===== config.mk =====
export PLATFORM = sky130hd
export DESIGN_NAME = seqhdr_protect
export DESIGN_NICKNAME = d
export VERILOG_FILES = /design/src/rtl/seqhdr_pkg.sv /design/src/rtl/seqhdr_tx_build.sv /design/src/rtl/seqhdr_rx_check.sv /design/src/rtl/seqhdr_ts_gather.sv /design/src/rtl/seqhdr_protect.sv
export SDC_FILE = /design/constraint.sdc
export NUM_CORES = 1
export LEC_CHECK = 0
export CORE_UTILIZATION = 25
export CTS_BUF_LIST = sky130_fd_sc_hd__clkbuf_8
export CTS_CLUSTER_SIZE = 30
export DETAILED_ROUTE_END_ITERATION = 10
export DONT_BUFFER_PORTS = 1
export HOLD_SLACK_MARGIN = 0.03
export SLEW_MARGIN = 25
export SYNTH_ARGS = -nofsm -noshare
export SYNTH_HDL_FRONTEND = slang
export SYNTH_SLANG_ARGS = --single-unit

===== constraint.sdc =====
create_clock -name clk -period 2.6 [get_ports clk]
set_input_delay 0.13 -clock clk [delete_from_list [all_inputs] [get_ports clk]]
set_output_delay 0.13 -clock clk [all_outputs]
set_load 0.05 [all_outputs]

===== src/rtl/seqhdr_pkg.sv =====
package seqhdr_pkg;
    localparam int SEQ_W  = 3;
    localparam int SN_W   = SEQ_W + 1;
    localparam int CRC_W  = 3;
    localparam int HDR_W  = SN_W + CRC_W + 1;
    localparam int CW_W   = HDR_W - 1;          // bits covered by the CRC
    localparam int TS_W   = 4;
    localparam int SLOT_W = SEQ_W - 1;
    localparam logic [CRC_W-1:0] GEN_LOW = 3'b011;  // x^3 + x + 1 without x^3

    typedef struct packed {
        logic             csi;
        logic [SEQ_W-1:0] cnt;
    } sn_t;

    typedef struct packed {
        sn_t  sn;
        logic good;
        logic fixed;
        logic bad;
    } dec_t;

    // v(x) mod g(x), highest bit first
    function automatic logic [CRC_W-1:0] poly_rem(input logic [CW_W-1:0] v);
        logic [CRC_W-1:0] r;
        logic             top;
        r = '0;
        for (int i = CW_W - 1; i >= 0; i--) begin
            top = r[CRC_W-1];
            r   = {r[CRC_W-2:0], v[i]};
            if (top) r = r ^ GEN_LOW;
        end
        return r;
    endfunction

    function automatic logic [CRC_W-1:0] sn_crc(input sn_t sn);
        return poly_rem({sn, {CRC_W{1'b0}}});
    endfunction

    // position of a single error among the CRC-covered bits
    function automatic logic [CW_W-1:0] err_loc(input logic [CRC_W-1:0] syn);
        logic [CW_W-1:0] m;
        m = '0;
        for (int k = 0; k < CW_W; k++)
            if (poly_rem(CW_W'(1) << k) == syn) m[k] = 1'b1;
        return m;
    endfunction
endpackage


===== src/rtl/seqhdr_tx_build.sv =====
module seqhdr_tx_build
    import seqhdr_pkg::*;
(
    input  logic             clk,
    input  logic             rst,
    input  logic             req,
    input  logic             csi,
    output logic [HDR_W-1:0] hdr,
    output logic             vld
);
    logic [SEQ_W-1:0] cnt_q;
    sn_t              sn;
    logic [CRC_W-1:0] crc;

    always_comb begin
        sn.csi = csi;
        sn.cnt = cnt_q;
        crc    = sn_crc(sn);
    end

    always_ff @(posedge clk) begin
        if (rst) begin
            cnt_q <= '0;
            hdr   <= '0;
            vld   <= 1'b0;
        end else begin
            vld <= req;
            if (req) begin
                hdr   <= {sn, crc, ^{sn, crc}};
                cnt_q <= cnt_q + 1'b1;
            end
        end
    end
endmodule


===== src/rtl/seqhdr_rx_check.sv =====
module seqhdr_rx_check
    import seqhdr_pkg::*;
(
    input  logic [HDR_W-1:0] hdr,
    output dec_t             dec
);
    logic [CRC_W-1:0] syn;
    logic             par_odd;
    logic [CW_W-1:0]  flip;
    logic [CW_W-1:0]  cw_fix;

    always_comb begin
        syn     = poly_rem(hdr[HDR_W-1:1]);
        par_odd = ^hdr;
        flip    = (par_odd && syn != '0) ? err_loc(syn) : '0;
        cw_fix  = hdr[HDR_W-1:1] ^ flip;

        dec.sn    = sn_t'(cw_fix[CW_W-1:CRC_W]);
        dec.good  = par_odd || (syn == '0);
        dec.fixed = par_odd;
        dec.bad   = !par_odd && (syn != '0);
    end
endmodule


===== src/rtl/seqhdr_ts_gather.sv =====
module seqhdr_ts_gather
    import seqhdr_pkg::*;
(
    input  logic            clk,
    input  logic            rst,
    input  logic            vld,
    input  dec_t            dec,
    output logic            seq_err,
    output logic            ts_stb,
    output logic [TS_W-1:0] ts_val
);
    logic [SEQ_W-1:0]  prev_q;
    logic              have_q;
    logic [TS_W-1:0]   got_q;
    logic [TS_W-1:0]   bit_q;
    logic              take;
    logic [SLOT_W-1:0] slot;

    assign take = vld && dec.good;
    assign slot = dec.sn.cnt[SEQ_W-1:1];

    always_ff @(posedge clk) begin
        if (rst) begin
            prev_q  <= '0;
            have_q  <= 1'b0;
            got_q   <= '0;
            bit_q   <= '0;
            seq_err <= 1'b0;
            ts_stb  <= 1'b0;
            ts_val  <= '0;
        end else begin
            seq_err <= take && have_q && (dec.sn.cnt != prev_q + 1'b1);
            ts_stb  <= 1'b0;
            if (take) begin
                prev_q <= dec.sn.cnt;
                have_q <= 1'b1;
            end
            if (take && dec.sn.cnt[0]) begin
                if (slot == '0) begin
                    got_q    <= TS_W'(1);
                    bit_q[0] <= dec.sn.csi;
                end else if (slot == SLOT_W'(TS_W - 1)) begin
                    ts_stb <= &got_q[TS_W-2:0];
                    if (&got_q[TS_W-2:0])
                        ts_val <= {bit_q[0], bit_q[1], bit_q[2], dec.sn.csi};
                    got_q <= '0;
                end else begin
                    got_q[slot] <= 1'b1;
                    bit_q[slot] <= dec.sn.csi;
                end
            end
        end
    end
endmodule


===== src/rtl/seqhdr_protect.sv =====
module seqhdr_protect
    import seqhdr_pkg::*;
(
    input  logic       clk,
    input  logic       rst,
    input  logic       tx_req,
    input  logic       tx_csi,
    output logic [7:0] tx_hdr,
    output logic       tx_vld,
    input  logic       rx_in_vld,
    input  logic [7:0] rx_hdr,
    output logic       rx_done,
    output logic       rx_csi,
    output logic [2:0] rx_cnt,
    output logic       rx_good,
    output logic       rx_fixed,
    output logic       rx_bad,
    output logic       rx_seq_err,
    output logic       ts_stb,
    output logic [3:0] ts_val
);
    dec_t dec;

    seqhdr_tx_build u_tx (
        .clk (clk),
        .rst (rst),
        .req (tx_req),
        .csi (tx_csi),
        .hdr (tx_hdr),
        .vld (tx_vld)
    );

    seqhdr_rx_check u_chk_rx (
        .hdr (rx_hdr),
        .dec (dec)
    );

    seqhdr_ts_gather u_ts (
        .clk     (clk),
        .rst     (rst),
        .vld     (rx_in_vld),
        .dec     (dec),
        .seq_err (rx_seq_err),
        .ts_stb  (ts_stb),
        .ts_val  (ts_val)
    );

    always_ff @(posedge clk) begin
        if (rst) begin
            rx_done  <= 1'b0;
            rx_csi   <= 1'b0;
            rx_cnt   <= '0;
            rx_good  <= 1'b0;
            rx_fixed <= 1'b0;
            rx_bad   <= 1'b0;
        end else begin
            rx_done  <= rx_in_vld;
            rx_good  <= rx_in_vld && dec.good;
            rx_fixed <= rx_in_vld && dec.fixed;
            rx_bad   <= rx_in_vld && dec.bad;
            if (rx_in_vld) begin
                rx_csi <= dec.sn.csi;
                rx_cnt <= dec.sn.cnt;
            end
        end
    end
endmodule


==> results of run 1 <==
[kinds of logic (layout without fill, tap and decap cells)]
family | after synthesis | count (layout)
buffers and inverters | 19 | 22
multiplexers | 19 | 19
AO/OA/AOI/OAI | 35 | 35
XOR/XNOR | 24 | 24
adder cells (fa/ha/maj) | 6 | 6
AND/OR/NAND/NOR | 74 | 74
flip-flops | 36 | 36
[final timing paths]
check,to,startpoint,cells past startpoint
hold / removal,rx_done,rx_in_vld,1
hold reg to reg,u_ts.seq_err,u_ts.have_q,2
setup reg to reg,u_ts.ts_val[2],u_ts.got_q[1],4
setup / recovery,u_ts.ts_val[2],rx_hdr[3],10
[metal layers]
layer / part of all wire [%] / global-route usage, %
met1: 46 / 12.9
met2: 49 / 17.6
met3: 3.4 / 2.10
met4: 1.0 / 3.63
met5: 0 / 0
[registers in the layout (all words and copies together) (netlist names)]
| name | cells |
|---|---|
| rx_done | 1 |
| rx_csi | 1 |
| rx_bad | 1 |
| rx_good | 1 |
| u_ts.prev_q | 3 |
| u_ts.have_q | 1 |
| rx_fixed | 1 |
| u_tx.cnt_q | 3 |
| u_ts.got_q | 3 |
| u_tx.vld | 1 |
| rx_cnt | 3 |
| u_ts.seq_err | 1 |
| u_tx.hdr | 8 |
| u_ts.bit_q | 3 |
| u_ts.ts_stb | 1 |
| u_ts.ts_val | 4 |
[stage by stage]
step           power (mW)  util, %  cells  setup WS (ns)  hold WS, ns
2_1_floorplan       0.973        -    213          0.150        0.228
3_3_place_gp        0.997     27.5    302          0.209        0.202
5_1_grt              1.50     29.3    315          0.211       0.0566
6_report             1.42     29.3    315          0.452       0.0545
3_5_place_dp         1.01     27.5    302          0.158        0.205
4_1_cts              1.43     29.4    315          0.425       0.0509
[power groups by stage]
| stage | registers [mW] | logic, mW | clock network, mW |
|---|---|---|---|
| detailed placement | 0.705 | 0.302 | 0 |
| global route | 0.696 | 0.358 | 0.442 |
| global placement | 0.704 | 0.293 | 0 |
| CTS | 0.692 | 0.322 | 0.420 |
| finish | 0.692 | 0.319 | 0.405 |
| floorplan | 0.697 | 0.276 | 0 |
[area by class of cell]
cell class                 instances  area, sq um
fill                             774         5240
multi-input combinational        158         1140
sequential                        36          721
tap                               99          124
clock buffer                       6         82.6
timing repair buffer               9         75.1
inverter                           5         18.8
clock inverter                     2         10.0
[worst reg2reg max path, cell delays in order, from the launching register on]
cell	delay, ns
dfxtp_1	0.34
nand4_1	0.13
nor3_2	0.34
mux2i_1	0.23
nor2_1	0.06
[cells in the final DEF, fill, tap and decap left out, types with 2 or more instances in the layout]
cell,netlist,layout
a211oi_1,3,3
a21o_1,2,2
a21oi_1,8,8
a32o_1,2,2
and2_1,2,2
buf_4,2,4
clkbuf_8,0,6
clkinv_2,0,2
dfxtp_1,36,36
dlygate4sd3_1,0,4
ha_1,6,6
inv_1,5,5
mux2i_1,19,19
nand2_1,17,17
nand3_1,4,4
nand3b_1,4,4
nor2_1,26,26
nor2b_1,6,6
nor3_1,2,2
nor3b_1,4,4
o21ai_0,3,3
o21ai_1,3,3
o221a_1,2,2
o32ai_1,2,2
or3b_1,2,2
xnor2_1,12,12
xnor2_2,2,2
xor2_1,8,8
==> run_results.csv, run 1 <==
group,metric,value,unit
grt,grt_pass1_wl,6940,um
placement,dpl.hpwl,2960,um
setup_path,critPathKind,"input pin to flop",
logic_synthesis,synth-main-ff-cell,"dfxtp_1",
grt,grt_pass1_vias,1407,
drt,vias,1450,
setup_path,cp.arrival,2.30,ns
setup_path,crit_path_max_fanout,12,
logic_synthesis,yosysTopAreaCell,"dfxtp_1",
logic_synthesis,synthXorXnorAreaFrac,12.6,%
drt,drc,0,
die,row_count,31,
clock_network,hold_buffers,5,
clock_network,cts_root_buffer,"clkbuf_8",
die,core,7410,sq um
logic_synthesis,async_flop_share,0,%
grt,grt_start_max_net_pins,27,
logic_synthesis,syn_nets,232,
setup_path,startpoint_type,"input pin",
timing,tns,0,ns
power,switchingPower,0.470,mW
placement,dpl_cell_area,2040,sq um
logic_synthesis,synth.distinct_cells,48,
logic_synthesis,synth_area_leaders,"dfxtp_1, mux2i_1, xnor2_1, nor2_1, ha_1",
timing,slew_headroom,62.6,%
run_status,status,"completed",
clock_network,ctsHtreeMaxLevel,2,
timing,setup_viol,0,
power,vdd_drop_max,0.213,mV
placement,gp_congestion,0.900,
placement,io_buffers,0,
layout,nets,234,
timing,worst_pin_slew,0.560,ns
logic_synthesis,synth_top_area_share,36.7,%
logic_synthesis,yosys.area_share.simple,19.1,%
drt,totalWireLength,4090,um
logic_synthesis,syn-cell-area,1960,sq um
layout,area_growth,10.7,%
setup_path,r2r_slack,1.37,ns
layout,stdcell_area,2170,sq um
logic_synthesis,syn_inst,213,
timing,finalMaxSlewViolations,0,
logic_synthesis,ys_seq_area_share,36.7,%
logic_synthesis,syn_avg_cell_area,9.22,sq um
layout,antenna-diode-count,0,
setup_path,cp.required,2.75,ns
clock_network,ctsResizeCount,0,
logic_synthesis,ys_warn_count,0,
run,maxCapViolations,0,
logic_synthesis,synth_compound_area_share,13.0,%
drt,detail_route.vias_per_cell,4.60,
drt,dr.pass1.iters,4,
clock_network,clock_latency,0.28,ns
logic_synthesis,ys_ff_latch,36,
power,swShare,33.2,%
grt,grt-ovfl-total,0,
logic_synthesis,netlist_top_cells_count,"dfxtp_1, nor2_1, mux2i_1, nand2_1, xnor2_1",
drt,ant_nets,0,
grt,antenna_found_initial,0,
setup_path,path_cells,"xnor2_1, xor2_1, nor2_4, a22oi_2, o221a_1, ha_1, nand4_1, nor3_2, mux2i_1, nor2_1",
logic_synthesis,yosysMostFrequentCell,"dfxtp_1",
setup_path,slowest_delay,0.44,ns
power,p_leak,0.857,nW
power,power.density,651,nW/um^2
die,initial_core_util,26.5,%
layout,drive_gt1_share,10.2,%
clock_network,cts_buffer_depth,2,
logic_synthesis,synth_edf_count,0,
drt,wl_per_cell,13.0,um
setup_path,cp_slowest_cell,"xor2_1",
power,p_seq_share,48.9,%
timing,fin_crit,2.15,ns
timing,timing.final.crit_share,82.6,%
clock_network,cts_setup_buffers,0,
clock_network,cts_sinks,36,
drt,first_iter_violations,82,
power,p_int,0.946,mW
die,die_h,90.6,um
min_path,hp-class,"input pin to flop",
timing,hold_violations,0,
setup_path,critPathBufInv,0,
power,p_comb_share,22.6,%
die,die-width,90.6,um
logic_synthesis,muxShareOfSynthArea,9.69,%
setup_path,cp-end-kind,"flop",
timing,rsz0062_at_grt,"no",
logic_synthesis,synth_adder_area_share,3.82,%
timing,clock_skew,0.00329,ns
clock_network,cts_tree,"done",
die,die_area,8210,sq um
die,ioPinCount,36,
logic_synthesis,synth_top_family_by_area,"simple AND/OR/NAND/NOR gates",
timing,max_freq,465,MHz
power,clock_power_share,28.6,%
clock_network,numCtsBuffers,5,
grt,track_usage,10.4,%
setup_path,crit_family,"XOR/XNOR gates",
clock_network,clkTransAtPathRegs,0.07,ns
Power figures use the tool's default switching activity.
==> run 2: changes to the inputs <==
- clock period: 2.6 -> 2.06 ns (I/O delays scaled with it)
==> run 2 against run 1 <==
The run now ends with setup timing left. Clock skew rose by 0.0041 ns. Sequential power is 26% higher. Power increased by 29%. Cell area increased by 7.6%. Critical endpoint is now u_ts.ts_val[0]. Clock power rose by 14%. Sequential share of layout area decreased by 2.3 points. Critical path type unchanged.
==> run_results.csv, run 2 (synthesis results as in run 1) <==
group,metric,value,unit
timing,fin_crit,2.07,ns
timing,setup_viol,2,
die,row_count,31,
power,finalPower,1.83,mW
timing,rsz0062_at_grt,"yes",
drt,vias,1508,
placement,io_buffers,0,
die,core,7410,sq um
timing,whs,0.0453,ns
clock_network,cts_root_buffer,"clkbuf_8",
grt,grt_pass1_wl,7080,um
run_status,status,"finished with violations",
grt,grt_pass1_vias,1422,
layout,final-seq-area,721,sq um
layout,multi_input_area,1200,sq um
setup_path,cp_slowest_cell,"xnor3_2",
clock_network,clkTransAtPathRegs,0.07,ns
die,die_area,8210,sq um
clock_network,ctsHtreeMaxLevel,2,
grt,antenna_found_initial,0,
drt,dr.pass1.iters,4,
timing,hold_violations,0,
clock_network,cts_buffer_depth,2,
setup_path,critPathBufInv,0,
drt,totalWireLength,4200,um
placement,dpl.hpwl,3020,um
die,die-width,90.6,um
grt,track_usage,10.6,%
drt,drc,0,
min_path,hp-class,"input pin to flop",
die,die_h,90.6,um
drt,detail_route.vias_per_cell,4.57,
run,maxCapViolations,0,
layout,area_growth,19.1,%
layout,reg_top3,"u_tx.hdr x8, u_ts.ts_val x4",
power,p_leak,0.939,nW
setup_path,startpoint_type,"input pin",
timing,postLayoutSetupSlackWorst,-0.00772,ns
timing,finalMaxSlewViolations,0,
grt,grt_start_max_net_pins,27,
setup_path,path_cells,"xnor3_2, xnor2_2, nor2_2, a21oi_1, o221a_1, ha_4, nand4_1, nor3_4, mux2i_1, nor2_1",
setup_path,critPathKind,"input pin to flop",
clock_network,clock_latency,0.28,ns
drt,ant_nets,0,
setup_path,crit_family,"XOR/XNOR gates",
grt,grt-ovfl-total,0,
timing,timing.final.crit_share,100,%
layout,most-common-layout-cells,"dfxtp_1, nor2_1, buf_4",
layout,drive_gt1_share,17.3,%
timing,slew_headroom,36.5,%
placement,gp_congestion,0.733,
timing,max_freq,484,MHz
drt,first_iter_violations,46,
power,vdd_drop_max,0.237,mV
setup_path,slowest_delay,0.49,ns
run_status,failed_checks,"setup timing",
die,initial_core_util,26.5,%
power,power.density,782,nW/um^2
timing,clock_skew,0.00734,ns
setup_path,cp.required,2.19,ns
setup_path,cp.arrival,2.20,ns
layout,antenna-diode-count,0,
layout,fillers,778,
clock_network,cts_sinks,36,
layout,final_common_cell,"dfxtp_1",
setup_path,cp-end-kind,"flop",
layout,regMostFlops,"u_tx.hdr",
drt,wl_per_cell,12.7,um
clock_network,numCtsBuffers,5,
setup_path,crit_path_max_fanout,14,
layout,nets,250,
timing,worst_pin_slew,0.949,ns
clock_network,cts_tree,"done",
layout,largest_reg_flops,8,
die,ioPinCount,36,
-- run 2: cell types whose count changed in the layout (fill, tap and decap cells not counted), sizes merged --
cell,before,now
clkbuf,6,5
dlygate4sd3,4,5
inv,5,6
buf,5,20
clkinv,2,1
-- run 2: per-stage QoR --
step / utilization, % / cells / cell area [sq um] / setup WS, ns / TNS [ns]
finish: 31.6 / 330 / 2340 / -0.00772 / -0.0134
global route: 31.6 / 330 / 2340 / -0.142 / -0.574
floorplan: - / 213 / 2000 / -0.183 / -0.733
detailed placement: 29.5 / 317 / 2180 / -0.238 / -1.78
CTS: 31.2 / 329 / 2310 / 0.0245 / 0
global placement: 29.5 / 317 / 2180 / -0.187 / -1.38
-- run 2: final cells by class --
| cell class | count | area share (%) |
|---|---|---|
| inverter | 5 | 0.803 |
| tap | 99 | 5.30 |
| sequential | 36 | 30.8 |
| clock buffer | 5 | 2.94 |
| timing repair buffer | 25 | 8.56 |
| multi-input combinational | 158 | 51.2 |
| clock inverter | 2 | 0.375 |
-- run 2: layer usage --
layer / global-route usage (%) / vias up / part of all wire (%)
met2: 17.0 / 23 / 46
li1: - / 765 / -
met3: 1.85 / 12 / 3.0
met5: 0 / - / 0
met4: 4.17 / 0 / 2.7
met1: 13.9 / 708 / 48
-- run 2: worst paths after layout --
| check | startpoint | to | slack, ns | cells after the start |
|---|---|---|---|---|
| max reg2reg | u_ts.got_q[2] | u_ts.ts_val[0] | 0.76 | 4 |
| min reg2reg | u_ts.have_q | u_ts.seq_err | 0.45 | 2 |
| min | rx_in_vld | u_ts.prev_q[1] | 0.05 | 3 |
| max | rx_hdr[7] | u_ts.ts_val[0] | -0.008 | 10 |
-- run 2: worst min-delay path, cell delays in order --
cell and delay (ns):
nand2_1 0.06, nand2_1 0.07, a21oi_1 0.05
-- run 2: timing repair --
item	in CTS	in global routing
setup endpoints to repair	0	5
resized for setup	0	2
endpoints found under the hold margin	28	0
hold buffers	5	0
setup buffers	0	1
-- run 2: power breakdown --
part	switching (mW)	leakage, nW	internal (mW)	total (mW)
Sequential	0.129	0.294	0.745	0.873
Combinational	0.242	0.600	0.252	0.494
Clock	0.237	0.0452	0.225	0.462
==> run 3: changes to the inputs <==
- CELL_PAD_IN_SITES_DETAIL_PLACEMENT: not set -> 0
- CELL_PAD_IN_SITES_GLOBAL_PLACEMENT: not set -> 1
- PLACE_DENSITY_LB_ADDON: not set -> 0.1
==> run 3 against run 2 <==
The run ends with hold timing left. Cell count is 4.5% higher. Die area stayed put. Power is 9.9% higher. Count of clock-buffer cells in the layout stayed put. Flip-flop and latch count stayed put. Register-to-register slack worse by 0.33 ns. Highest routed layer unchanged. Critical path depth stayed put.
==> run_results.csv, run 3 (synthesis results as in run 1) <==
group,metric,value,unit
clock_network,clkTransAtPathRegs,0.08,ns
clock_network,ctsHtreeMaxLevel,2,
setup_path,cp.required,2.24,ns
drt,ant_nets,0,
setup_path,startpoint_type,"input pin",
timing,clock_skew,0.00710,ns
setup_path,cp-end-kind,"flop",
drt,dr_wl_met3,252,um
timing,timing.final.crit_share,98.6,%
drt,drc,0,
layout,most-common-layout-cells,"dfxtp_1, nor2_1, buf_4",
min_path,holdCritStartpoint,"rst",
setup_path,crit_path_max_fanout,14,
grt,grt_pass1_vias,1655,
die,ioPinCount,36,
timing,slew_headroom,58.0,%
setup_path,r2r-end,"u_tx.hdr[3]",
die,die_area,8210,sq um
die,row_count,31,
layout,regMostFlops,"u_tx.hdr",
clock_network,cts_buffer_depth,2,
die,die-width,90.6,um
grt,antenna_found_initial,0,
clock_network,cts_tree,"done",
setup_path,r2r_slack,0.43,ns
drt,drt-met1-wl,2170,um
timing,finalMaxSlewViolations,0,
drt,vias,1576,
drt,wl_per_cell,13.2,um
layout,utilization,33.8,%
setup_path,r2r_start,"u_tx.cnt_q[2]",
timing,max_freq,492,MHz
power,power.density,802,nW/um^2
setup_path,path_cells,"xnor3_2, xnor2_2, nor2_2, a21oi_1, o221a_1, ha_4, nand4_1, nor3_4, mux2i_1, nor2_1",
min_path,hp-class,"input pin to flop",
placement,gp_congestion,0.749,
drt,detail_route.vias_per_cell,4.57,
layout,drive_gt1_share,18.7,%
layout,antenna-diode-count,0,
timing,setup_viol,0,
run_status,failed_checks,"hold timing",
setup_path,crit_family,"XOR/XNOR gates",
drt,dr.pass1.iters,4,
grt,grt-ovfl-total,0,
run_status,status,"finished with violations",
clock_network,hold_buffers,16,
layout,reg_top3,"u_tx.hdr x8, u_ts.ts_val x4",
timing,worst_pin_slew,0.627,ns
layout,fillers,793,
drt,first_iter_violations,36,
layout,largest_reg_flops,8,
timing,fin_crit,2.03,ns
die,initial_core_util,26.5,%
grt,track_usage,11.9,%
grt,grt_start_max_net_pins,30,
power,finalPower,2.01,mW
setup_path,critPathKind,"input pin to flop",
placement,dpl.hpwl,3380,um
clock_network,numCtsBuffers,5,
setup_path,cp.depth,10,
timing,whs,-0.122,ns
run,maxCapViolations,0,
grt,grt_pass1_wl,7810,um
placement,io_buffers,0,
clock_network,clock_latency,0.29,ns
power,vdd_drop_max,0.345,mV
die,die_h,90.6,um
setup_path,slowest_delay,0.47,ns
layout,final_common_cell,"dfxtp_1",
layout,nets,264,
power,p_leak,1.04,nW
drt,totalWireLength,4570,um
setup_path,cp_slowest_cell,"xnor3_2",
timing,rsz0062_at_grt,"yes",
setup_path,critPathBufInv,0,
setup_path,cp-startpoint,"rx_hdr[7]",
layout,area_growth,27.7,%
clock_network,cts_sinks,36,
setup_path,cp.arrival,2.21,ns
die,core,7410,sq um
timing,hold_violations,10,
clock_network,cts_root_buffer,"clkbuf_8",
setup_path,crit_path_end,"u_ts.ts_val[0]",
drt,met2WireLength,2080,um
drt,routed.top_layer,"met4",
setup_path,reg2regPathDepth,5,
run 3: cell count changes in the layout (fill, tap and decap cells not counted), sizes merged:
cell / before / now
buf: 20 / 23
bufinv: 0 / 1
clkinvlp: 0 / 1
dlygate4sd3: 5 / 16
inv: 6 / 5
run 3: worst min-delay path by stage:
stage | to | slack (ns) | cells after the start
after floorplan | rx_done | 0.20 | 1
after global placement | u_ts.prev_q[2] | 0.18 | 1
after detailed placement | u_ts.prev_q[2] | 0.18 | 1
after CTS | u_ts.prev_q[1] | -0.14 | 1
after global routing | u_ts.prev_q[1] | -0.15 | 1
final | u_ts.prev_q[1] | -0.12 | 1
run 3: timing repair:
item / 4_1_cts / 5_1_grt
hold endpoints to repair: 28 / 10
buffers inserted: 0 / 2
endpoints found under the setup margin: 0 / 10
gates resized for setup: 0 / 3
run 3: area by class of cell:
class                      count  area (sq um)  area share, %
timing repair buffer          39           333           13.3
sequential                    36           721           28.7
clock buffer                   5          68.8           2.74
clock inverter                 3          42.5           1.70
multi-input combinational    158          1200           47.9
inverter                       5          18.8          0.749
tap                           99           124           4.94
run 3: layer usage:
layer	global-route usage, %	vias to the layer above
met3	3.96	4
met1	13.9	748
met5	0	-
met2	20.3	29
li1	-	795
met4	4.03	0
run 3: power by group:
part | leakage (nW) | internal, mW | switching [mW]
Clock | 0.0541 | 0.358 | 0.258
Combinational | 0.695 | 0.282 | 0.246
Sequential | 0.294 | 0.744 | 0.122
run 3: stage by stage:
stage	TNS, ns	area, sq um	std cells	setup WS, ns
after floorplan	-0.733	2000	213	-0.183
after CTS	0	2470	343	0.0163
after global routing	-0.505	2510	345	-0.102
after detailed placement	-2.04	2200	319	-0.278
after global placement	-1.49	2200	319	-0.195
final	0	2510	345	0.0292
